## config.mk

```make
export PLATFORM = sky130hd
export DESIGN_NAME = elem_index_remap
export DESIGN_NICKNAME = d
export VERILOG_FILES = /design/src/rtl/remap_pkg.sv /design/src/rtl/remap_shape_decode.sv /design/src/rtl/remap_dim_counter.sv /design/src/rtl/remap_index_compose.sv /design/src/rtl/elem_index_remap.sv
export SDC_FILE = /design/constraint.sdc
export NUM_CORES = 1
export LEC_CHECK = 0
export ABC_AREA = 1
export BUFFER_PORTS_ARGS = -buffer_cell sky130_fd_sc_hd__buf_2
export CORE_MARGIN = 4
export CORE_UTILIZATION = 54
export CTS_CLUSTER_DIAMETER = 30
export CTS_CLUSTER_SIZE = 8
export DETAILED_ROUTE_END_ITERATION = 12
export GPL_ROUTABILITY_DRIVEN = 1
export PLACE_DENSITY = 0.78
export SETUP_SLACK_MARGIN = 0.1
export SYNTH_ARGS = -nofsm -noshare
export SYNTH_HDL_FRONTEND = slang
export SYNTH_SLANG_ARGS = --single-unit
```

## constraint.sdc

```tcl
create_clock -name clk -period 19.45 [get_ports clk]
set_clock_uncertainty 0.15 [all_clocks]
set_input_delay 3.89 -clock clk [delete_from_list [all_inputs] [get_ports clk]]
set_output_delay 3.89 -clock clk [all_outputs]
set_load 0.005 [all_outputs]
```

## src/rtl/remap_pkg.sv

```systemverilog
// Package: shared field widths and the shape word structure for the
// element index remapper. Assumes a fixed 32-bit shape word.
package remap_pkg;

    localparam int NDIM        = 3;
    localparam int DIM_FIELD_W = 6;
    localparam int OFFSET_W    = 4;
    localparam int SHAPE_W     = 32;

    // Field order follows the shape word from bit 31 down to bit 0.
    typedef struct packed {
        logic [1:0]             mode;
        logic [1:0]             skip;
        logic [OFFSET_W-1:0]    offset;
        logic [NDIM-1:0]        rev;
        logic [2:0]             nest;
        logic [DIM_FIELD_W-1:0] zlast;
        logic [DIM_FIELD_W-1:0] ylast;
        logic [DIM_FIELD_W-1:0] xlast;
    } shape_t;

endpackage

```

## src/rtl/remap_shape_decode.sv

```systemverilog
// Shape decoder: splits a captured shape word into per-dimension last
// values, nest positions and index weights, and flags shapes that are
// not a matrix reordering. Purely combinational; assumes IDX_W is wide
// enough for the product of the x and y sizes.
module remap_shape_decode
    import remap_pkg::*;
#(
    parameter int IDX_W = 20
) (
    input  shape_t                               shape_i,
    output logic [NDIM-1:0][DIM_FIELD_W-1:0]     last_o,
    output logic [NDIM-1:0][1:0]                 pos_o,
    output logic [NDIM-1:0][IDX_W-1:0]           weight_o,
    output logic                                 linear_o,
    output logic                                 unsupported_o
);

    logic [NDIM-1:0] keep;

    // Gather the per-dimension last values in x, y, z order.
    always_comb begin
        last_o[0] = shape_i.xlast;
        last_o[1] = shape_i.ylast;
        last_o[2] = shape_i.zlast;
    end

    // Nest position of each dimension, 0 = innermost.
    always_comb begin
        case (shape_i.nest)
            3'b001:  pos_o = {2'd1, 2'd2, 2'd0};
            3'b010:  pos_o = {2'd2, 2'd0, 2'd1};
            3'b011:  pos_o = {2'd1, 2'd0, 2'd2};
            3'b100:  pos_o = {2'd0, 2'd2, 2'd1};
            3'b101:  pos_o = {2'd0, 2'd1, 2'd2};
            default: pos_o = {2'd2, 2'd1, 2'd0};
        endcase
    end

    // Mark which dimensions contribute to the index.
    generate
        for (genvar d = 0; d < NDIM; d++) begin : g_keep
            assign keep[d] = (shape_i.skip != 2'(d + 1));
        end
    endgenerate

    // Weights follow the array layout: each kept dimension is scaled by
    // the product of the kept sizes of the lower-numbered dimensions.
    always_comb begin
        logic [IDX_W-1:0] run;
        run = IDX_W'(1);
        for (int d = 0; d < NDIM; d++) begin
            weight_o[d] = keep[d] ? run : '0;
            if (keep[d]) begin
                run = run * (IDX_W'(last_o[d]) + IDX_W'(1));
            end
        end
    end

    // Mode checks: all-zero word is linear, other modes are rejected.
    always_comb begin
        linear_o      = (shape_i == '0);
        unsupported_o = (shape_i.mode != 2'b00) || (shape_i.nest[2:1] == 2'b11);
    end

endmodule

```

## src/rtl/remap_dim_counter.sv

```systemverilog
// Dimension counter: counts one loop dimension from 0 to its last value
// and wraps to 0. Assumes clear and increment are never needed together
// beyond clear winning.
module remap_dim_counter #(
    parameter int W = 6
) (
    input  logic         clk,
    input  logic         rst_n,
    input  logic         clear_i,
    input  logic         inc_i,
    input  logic [W-1:0] last_i,
    output logic [W-1:0] value_o,
    output logic         at_last_o
);

    // Hold, clear or step the dimension position.
    always_ff @(posedge clk) begin
        if (!rst_n) begin
            value_o <= '0;
        end else if (clear_i) begin
            value_o <= '0;
        end else if (inc_i) begin
            value_o <= (value_o == last_i) ? '0 : value_o + W'(1);
        end
    end

    // Flag the final position so outer dimensions can carry.
    assign at_last_o = (value_o == last_i);

endmodule

```

## src/rtl/remap_index_compose.sv

```systemverilog
// Index composer: applies per-dimension reversal, weights and offset to
// the counter positions, or passes the step number for a linear shape.
// Combinational; assumes IDX_W is at least VL_W.
module remap_index_compose
    import remap_pkg::*;
#(
    parameter int IDX_W = 20,
    parameter int VL_W  = 7
) (
    input  logic [NDIM-1:0][DIM_FIELD_W-1:0] pos_val_i,
    input  logic [NDIM-1:0][DIM_FIELD_W-1:0] last_i,
    input  logic [NDIM-1:0]                  rev_i,
    input  logic [NDIM-1:0][IDX_W-1:0]       weight_i,
    input  logic [OFFSET_W-1:0]              offset_i,
    input  logic                             linear_i,
    input  logic [VL_W-1:0]                  step_i,
    output logic [IDX_W-1:0]                 index_o
);

    logic [NDIM-1:0][DIM_FIELD_W-1:0] eff;

    // Turn each counter into its effective, possibly reversed, position.
    generate
        for (genvar d = 0; d < NDIM; d++) begin : g_eff
            assign eff[d] = rev_i[d] ? (last_i[d] - pos_val_i[d]) : pos_val_i[d];
        end
    endgenerate

    // Weighted sum plus offset, or the plain step number.
    always_comb begin
        logic [IDX_W-1:0] acc;
        acc = IDX_W'(offset_i);
        for (int d = 0; d < NDIM; d++) begin
            acc = acc + IDX_W'(eff[d]) * weight_i[d];
        end
        index_o = linear_i ? IDX_W'(step_i) : acc;
    end

endmodule

```

## src/rtl/elem_index_remap.sv

```systemverilog
// Element index remapper top: captures a shape word and VL on start,
// steps three nested dimension counters one position per accepted
// index, and reports the last step. Assumes VL_W <= IDX_W.
module elem_index_remap
    import remap_pkg::*;
#(
    parameter int VL_W  = 7,
    parameter int IDX_W = 20
) (
    input  logic                clk,
    input  logic                rst_n,
    input  logic                start_i,
    input  logic [SHAPE_W-1:0]  shape_i,
    input  logic [VL_W-1:0]     vl_i,
    input  logic                ready_i,
    output logic                valid_o,
    output logic [IDX_W-1:0]    index_o,
    output logic                done_o,
    output logic                unsupported_o
);

    shape_t                            shape_q;
    logic [VL_W-1:0]                   vl_q;
    logic [VL_W-1:0]                   step_q;
    logic                              running_q;

    logic [NDIM-1:0][DIM_FIELD_W-1:0]  last_v;
    logic [NDIM-1:0][1:0]              pos_v;
    logic [NDIM-1:0][IDX_W-1:0]        weight_v;
    logic                              linear;
    logic                              bad_shape;
    logic [NDIM-1:0][DIM_FIELD_W-1:0]  cnt_v;
    logic [NDIM-1:0]                   at_last_v;
    logic [NDIM-1:0]                   inc_v;
    logic                              advance;
    logic                              last_step;

    remap_shape_decode #(.IDX_W(IDX_W)) u_decode (
        .shape_i       (shape_q),
        .last_o        (last_v),
        .pos_o         (pos_v),
        .weight_o      (weight_v),
        .linear_o      (linear),
        .unsupported_o (bad_shape)
    );

    // Handshake terms: a step is taken only when no start overrides it.
    assign valid_o       = running_q && !bad_shape;
    assign last_step     = (step_q == vl_q - VL_W'(1));
    assign advance       = valid_o && ready_i && !start_i;
    assign done_o        = advance && last_step;
    assign unsupported_o = bad_shape;

    // Capture configuration on start and track the step number.
    always_ff @(posedge clk) begin
        if (!rst_n) begin
            shape_q   <= '0;
            vl_q      <= '0;
            step_q    <= '0;
            running_q <= 1'b0;
        end else if (start_i) begin
            shape_q   <= shape_t'(shape_i);
            vl_q      <= vl_i;
            step_q    <= '0;
            running_q <= (vl_i != '0);
        end else if (advance) begin
            step_q <= step_q + VL_W'(1);
            if (last_step) begin
                running_q <= 1'b0;
            end
        end
    end

    generate
        for (genvar d = 0; d < NDIM; d++) begin : g_dim
            // A dimension steps when every dimension nested inside it wraps.
            always_comb begin
                inc_v[d] = advance;
                for (int e = 0; e < NDIM; e++) begin
                    if ((e != d) && (pos_v[e] < pos_v[d])) begin
                        inc_v[d] = inc_v[d] & at_last_v[e];
                    end
                end
            end

            remap_dim_counter #(.W(DIM_FIELD_W)) u_cnt (
                .clk       (clk),
                .rst_n     (rst_n),
                .clear_i   (start_i),
                .inc_i     (inc_v[d]),
                .last_i    (last_v[d]),
                .value_o   (cnt_v[d]),
                .at_last_o (at_last_v[d])
            );
        end
    endgenerate

    remap_index_compose #(.IDX_W(IDX_W), .VL_W(VL_W)) u_compose (
        .pos_val_i (cnt_v),
        .last_i    (last_v),
        .rev_i     (shape_q.rev),
        .weight_i  (weight_v),
        .offset_i  (shape_q.offset),
        .linear_i  (linear),
        .step_i    (step_q),
        .index_o   (index_o)
    );

endmodule

```

# --- Word-level counts from Yosys, hierarchy flattened ---
# Index checks and enable logic that the tools add are counted.
op_classes:
  bitwise_logic: 6
  shift: 0
  addsub: 13
  mul: 4
  n_reduce_logical: 14
  n_lt_le_gt_ge: 6
  n_eq_ne: 13
  muxes: 22
  div_mod_pow: 0
op_table:
  columns: ["operator", "n"]
  rows:
  - ["two-way mux 20 bit", 5]
  - ["adder 20 bit", 2]
  - ["multiplier 6 x 20 -> 20 bit", 2]
  - ["two-way mux 6 bit", 6]
  - ["zero test 32 bit", 1]
  - ["one-hot mux 6 bit (5 select lines)", 1]
  - ["adder 4 x 20 -> 20 bit", 1]
  - ["multiplier 20 x 20 -> 20 bit", 1]
  - ["adder 6 x 1 -> 6 bit (second input constant)", 3]
  - ["equality test 6 bit", 3]
  - ["subtractor 6 bit", 3]
  - ["adder 6 x 1 -> 7 bit (second input constant)", 2]
  - ["< comparator 2 bit", 6]
  - ["two-way mux 1 bit", 10]
  - ["adder 7 x 1 -> 7 bit (second input constant)", 1]
  - ["equality test 7 bit", 1]
  - ["multiplier 6 x 1 -> 7 bit", 1]
  - ["nonzero test 7 bit", 1]
  - ["subtractor 7 x 1 -> 7 bit (second input constant)", 1]
  - ["equality test 3 x 2 -> 1 bit (second input constant)", 2]
  - ["equality test 3 bit (second input constant)", 2]
  - ["nonzero test 2 bit", 3]
  - ["AND 1 bit", 5]
  - ["logical AND 1 bit", 4]
  - ["other kinds (9)", 11]
totals:
  latch_bits: 0
  output_inout_bits: 23
  rom_bits: 0
  n_memories: 0
  ff_bits: 65
  input_bits: 43
  mem_bits_rw: 0
  word_cells: 92

# --- Logic depth before layout (Yosys ltp) ---
logic_depth:
  ltp_word: 10
  depth_mapped: 48
  mapped_depth_nobuf: 48

# --- Modules after synthesis ---
# From an unflattened synthesis, not the netlist that was laid out.
unflattened:
  hier_cells: 2347
  area_unflattened_um2: 16603.4
by_module_without_submodules:
  columns: ["mod", "seq_area_each_um2", "n_inst", "area_each_um2", "cells_each"]
  rows:
  - ["remap_index_compose", 0.0, 1, 10478.8, 1425]
  - ["remap_shape_decode", 0.0, 1, 2807.7, 444]
  - ["elem_index_remap", 940.9, 1, 2164.6, 307]
  - ["remap_dim_counter", 120.1, 3, 384.1, 57]

# --- Worst setup path after synthesis ---
# Ideal clock, no wire load.
synth_timing:
  path_kind: "reg2out"
  start: "register shape_q[29] (netlist name)"
  end: "output index_o[15]"
  path_stages_with_launch: 42
  arrival_time_ns: 8.415
  t_required_ns: 15.410
  slack_ns: 6.995
  path_buffers: 1
  cell_sequence: "dfxtp_1 buf_2 nor2_2 inv_2 nand2_1 nor2_1 inv_1 nor2_1 fa_1 inv_1 fa_1 inv_1 fa_1 inv_1 fa_1 inv_1 ha_1 nand2_1 [6 not listed] nor2_1 fa_1 ha_1 fa_1 inv_1 fa_1 fa_1 inv_1 ha_1 ha_1 nand2_1 nor2_1 nand4_1 o21ai_0 nand2_1 o21bai_1 a21oi_1 o21a_1"
synth_via:
  elab_chain_len: 8
  elab_cells_between_ends: 17
  cone_classes: "add/sub: 3; mul: 4; eq/ne: 3; mux: 6; reduce/logical: 1"
synth_lines:
  columns: ["item", "line", "text"]
  rows:
  - ["start, declared", "elem_index_remap.sv:22", "shape_t shape_q;"]
  - ["start signal, assigned", "elem_index_remap.sv:62", "shape_q <= shape_t'(shape_i);"]
  - ["inequality test 2 x 1 -> 1 bit", "remap_shape_decode.sv:42", "assign keep[d] = (shape_i.skip != 2'(d + 1));"]
  - ["two-way mux 20 bit", "remap_shape_decode.sv:53", "if (keep[d]) begin"]
  - ["multiplier 20 x 20 -> 20 bit", "remap_shape_decode.sv:54", "run = run * (IDX_W'(last_o[d]) + IDX_W'(1));"]
  - ["two-way mux 20 bit", "remap_shape_decode.sv:53", null]
  - ["two-way mux 20 bit", "remap_shape_decode.sv:52", "weight_o[d] = keep[d] ? run : '0;"]
  - ["multiplier 6 x 20 -> 20 bit", "remap_index_compose.sv:34", "acc = acc + IDX_W'(eff[d]) * weight_i[d];"]
  - ["adder 20 bit", "remap_index_compose.sv:34", null]
  - ["two-way mux 20 bit *", "remap_index_compose.sv:36", "index_o = linear_i ? IDX_W'(step_i) : acc;"]
  - ["end, declared", "elem_index_remap.sv:17", "output logic [IDX_W-1:0] index_o,"]
# Every way passes the cells marked *; elsewhere a longest branch is shown, timed or not.

# --- Worst setup path after layout ---
layout_timing:
  start: "register shape_q[6] (netlist name)"
  end: "output index_o[13]"
layout_via:
  elab_chain_len: 7
  elab_cells_between_ends: 12
  cone_classes: "add/sub: 4; mul: 3; mux: 4; reduce/logical: 1"
layout_lines:
  columns: ["item", "line"]
  rows:
  - ["adder 6 x 1 -> 7 bit", "remap_shape_decode.sv:54"]
  - ["multiplier 20 x 20 -> 20 bit", "remap_shape_decode.sv:54"]
  - ["two-way mux 20 bit", "remap_shape_decode.sv:53"]
  - ["two-way mux 20 bit", "remap_shape_decode.sv:52"]
  - ["multiplier 6 x 20 -> 20 bit", "remap_index_compose.sv:34"]
  - ["adder 20 bit", "remap_index_compose.sv:34"]
  - ["two-way mux 20 bit *", "remap_index_compose.sv:36"]
# Marks and branches as above.

==> flow_metrics.env <==
export IMPL_drv_slew=0
export IMPL_hold_worst_slack_ns=0.3350
export IMPL_leakage_uw=0.006420
export IMPL_seqCellArea_um2=1301
export IMPL_die_height_um=151.8
export IMPL_slowest_stage="xnor2_1"
export IMPL_grt_max_degree=52
export IMPL_tightest_slew_ns=0.9712
export IMPL_power_density_nw_per_um2=48.08
export IMPL_crit_fanout=8
export IMPL_clock_root_buffer="clkbuf_16"
export IMPL_dp_hpwl_um=23030
export IMPL_fp_dieW_um=151.8
export IMPL_gp_congestion=0.9803
export IMPL_dr_pass1_iters=6
export IMPL_yosys_warnings=0
export IMPL_ff2ff_setup_slack_ns=17.09
export IMPL_crit_path_max_incr_delay_ns=0.57
export IMPL_fin_crit_sh_pct=70.88
export IMPL_startpoint="shape_q[6]$_SDFFE_PN0P_"
export IMPL_fp_row_count=52
export IMPL_setup_tns_ns=0
export IMPL_synth_cells=1532
export IMPL_synth_most_common_cell="inv_1"
export IMPL_avgSynthCellArea_um2=7.286
export IMPL_worst_r2r_path_depth=11
export IMPL_layout_nets=1908
export IMPL_fmax_mhz=72.53
export IMPL_grt_pass1_wl_um=47110
export IMPL_portBuffers=65
export IMPL_core_region_area_um2=20300
export IMPL_relSlewSlack_pct=34.57
export IMPL_clkSlewWorstSetupHoldPaths_ns=0.05
export IMPL_synth_fp_nets=1857
export IMPL_fillers=1902
export IMPL_ys_types=53
export IMPL_postPlaceCellArea_um2=11730
export IMPL_synth_top_cells_by_count="inv_1, nor2_1, nand2_1"
export IMPL_num_io_pins=66
export IMPL_synth_main_ff_cell="dfxtp_1"
export IMPL_final_cells=1857
export IMPL_hp_class="flop to flop"
export IMPL_status="finished, final reports clean"
export IMPL_clock_latency_ns=0.33
export IMPL_hold_viol=0
export IMPL_placed_cells=1842
export IMPL_dr_first_iter_drc_count=719
export IMPL_syn_area_um2=11160
export IMPL_synth_yosys_seq_area_share_pct=11.66
export IMPL_pre_cts_ws_ns=6.036
export IMPL_cts_max_path_buffers=2
export IMPL_overflow=0
export IMPL_peakVddDrop_mv=0.04787
export IMPL_r2r_end="g_dim[1].u_cnt.value_o[5]$_SDFFE_PP0P_"
export IMPL_antenna_left=0
export IMPL_dr_total_vias=9971
export IMPL_period_needed_ns=13.79
export IMPL_critPathKind="flop to primary output"
export IMPL_r2r_start="shape_q[20]$_SDFFE_PN0P_"
export IMPL_antenna_cells=0
export IMPL_yosys_area_top_type="fa_1"
export IMPL_synth_edf_count=0
export IMPL_vias_per_cell=5.369
export IMPL_wirelength_um=26900
export IMPL_track_usage_pct=25.24
export IMPL_htree_levels=3
export IMPL_post_cts_buffers=0
export IMPL_synth_seq_cells=65
export IMPL_grt_antenna_before_repair=0
export IMPL_multi_input_area_um2=8539
export IMPL_drv_cap=0
export IMPL_die_area_um2=23030
export IMPL_ys_top_cells_by_area="fa_1, ha_1, dfxtp_1"
export IMPL_drive_gt1_share_pct=8.003
export IMPL_finalInstanceArea_um2=12030
export IMPL_routedWlPerCell_um=14.48
export IMPL_cts_tree="built"
export IMPL_layout_setup_ws_ns=5.663
export IMPL_cts_resized_gates=0
export IMPL_rsz0062_at_grt="no"
export IMPL_critPathCaptureType="primary output"
export IMPL_grt_pass1_vias=10130
export IMPL_cts_hold_buf=0
export IMPL_cts_buffers=9
export IMPL_setup_violations_final=0
export IMPL_crit_arrival_ns=9.75
export IMPL_syn_to_final_growth_pct=7.745
export IMPL_synth_top_area_share_pct=23.32
export IMPL_cp_required_ns=15.41
export IMPL_initial_core_util_pct=54.99
export IMPL_async_flop_share_pct=0
export IMPL_drc_errors=0
export IMPL_cp_endpoint="index_o[13]"
export IMPL_clock_sinks=65
export IMPL_startpoint_type="flop"
layout make-up:
type | instances | share of cell area, %
Sequential cell | 65 | 10.82
Multi-Input combinational cell | 1118 | 71.01
Clock inverter | 3 | 0.3329
Clock buffer | 12 | 2.133
Inverter | 322 | 10.07
Tap cell | 270 | 2.809
Timing Repair Buffer | 67 | 2.830
stage by stage:
step | utilization (%) | total power [uW]
6_report | 59.25 | 578.2
5_1_grt | 59.25 | 627.2
3_5_place_dp | 57.78 | 413.1
4_1_cts | 59.25 | 578.7
3_3_place_gp | 57.78 | 408.4
2_1_floorplan | - | 340.2
per-layer routing:
metal  GRT usage [%]  routed length (um)  up-vias
met5               0                   0        -
li1                -                   -     4897
met1           34.89               12240     4745
met3           3.183                1462       48
met4           6.244                 657        0
met2           42.29               12540      281
cells by family after synthesis:
| kind of cell | count (synthesis) | synth area share [%] |
|---|---|---|
| adder cells (fa/ha/maj) | 282 | 40.35 |
| AO/OA/AOI/OAI | 222 | 11.05 |
| flip-flops | 65 | 11.66 |
| buffers and inverters | 349 | 11.84 |
| XOR/XNOR | 38 | 2.982 |
| AND/OR/NAND/NOR | 576 | 22.12 |
report_power, final:
group	internal [uW]	switching (uW)	total, uW	leakage, uW
clock network	105	57.1	162	0.000148
registers	139	7.13	146	0.000534
logic	101	169	270	0.00574
total	345	233	578	0.00642
how the worst min path moves through the flow:
stage | startpoint | endpoint | depth (start not counted)
2_1_floorplan | g_dim[2].u_cnt.value_o[3]$_SDFFE_PP0P_ | g_dim[2].u_cnt.value_o[4]$_SDFFE_PP0P_ | 1
3_3_place_gp | g_dim[2].u_cnt.value_o[3]$_SDFFE_PP0P_ | g_dim[2].u_cnt.value_o[4]$_SDFFE_PP0P_ | 1
3_5_place_dp | running_q$_SDFFE_PN0P_ | running_q$_SDFFE_PN0P_ | 2
4_1_cts | running_q$_SDFFE_PN0P_ | running_q$_SDFFE_PN0P_ | 2
5_1_grt | shape_q[18]$_SDFFE_PN0P_ | shape_q[18]$_SDFFE_PN0P_ | 2
6_report | running_q$_SDFFE_PN0P_ | running_q$_SDFFE_PN0P_ | 2
registers in the layout, indices dropped and copies added (netlist names):
signal	flops
shape_q	32
g_dim.u_cnt.value_o	18
step_q	7
vl_q	7
running_q	1
cells in the final DEF (no fill, tap or decap), drive strengths merged, types with 10 or more instances in the layout:
master  netlist  final
nor2        242    242
inv         321    320
ha          152    152
nand2       237    237
o21a         10     10
a21oi        94     94
xnor2        13     13
clkbuf       20     12
nand3        48     48
fa          130    130
dfxtp        65     65
nand4        14     14
o21ai        90     90
xor2         25     25
nor3         20     20
buf           7     67
critical path: cells and delay by family, from the launching register on:
family          cells  cell delay (ns)
fa+ha+maj          13             5.58
simple gates        9             1.35
compound gates      6             0.95
buf+inv             9             0.58
xor+xnor            1             0.57
flops               1             0.38
Power figures use the tool's default switching activity.
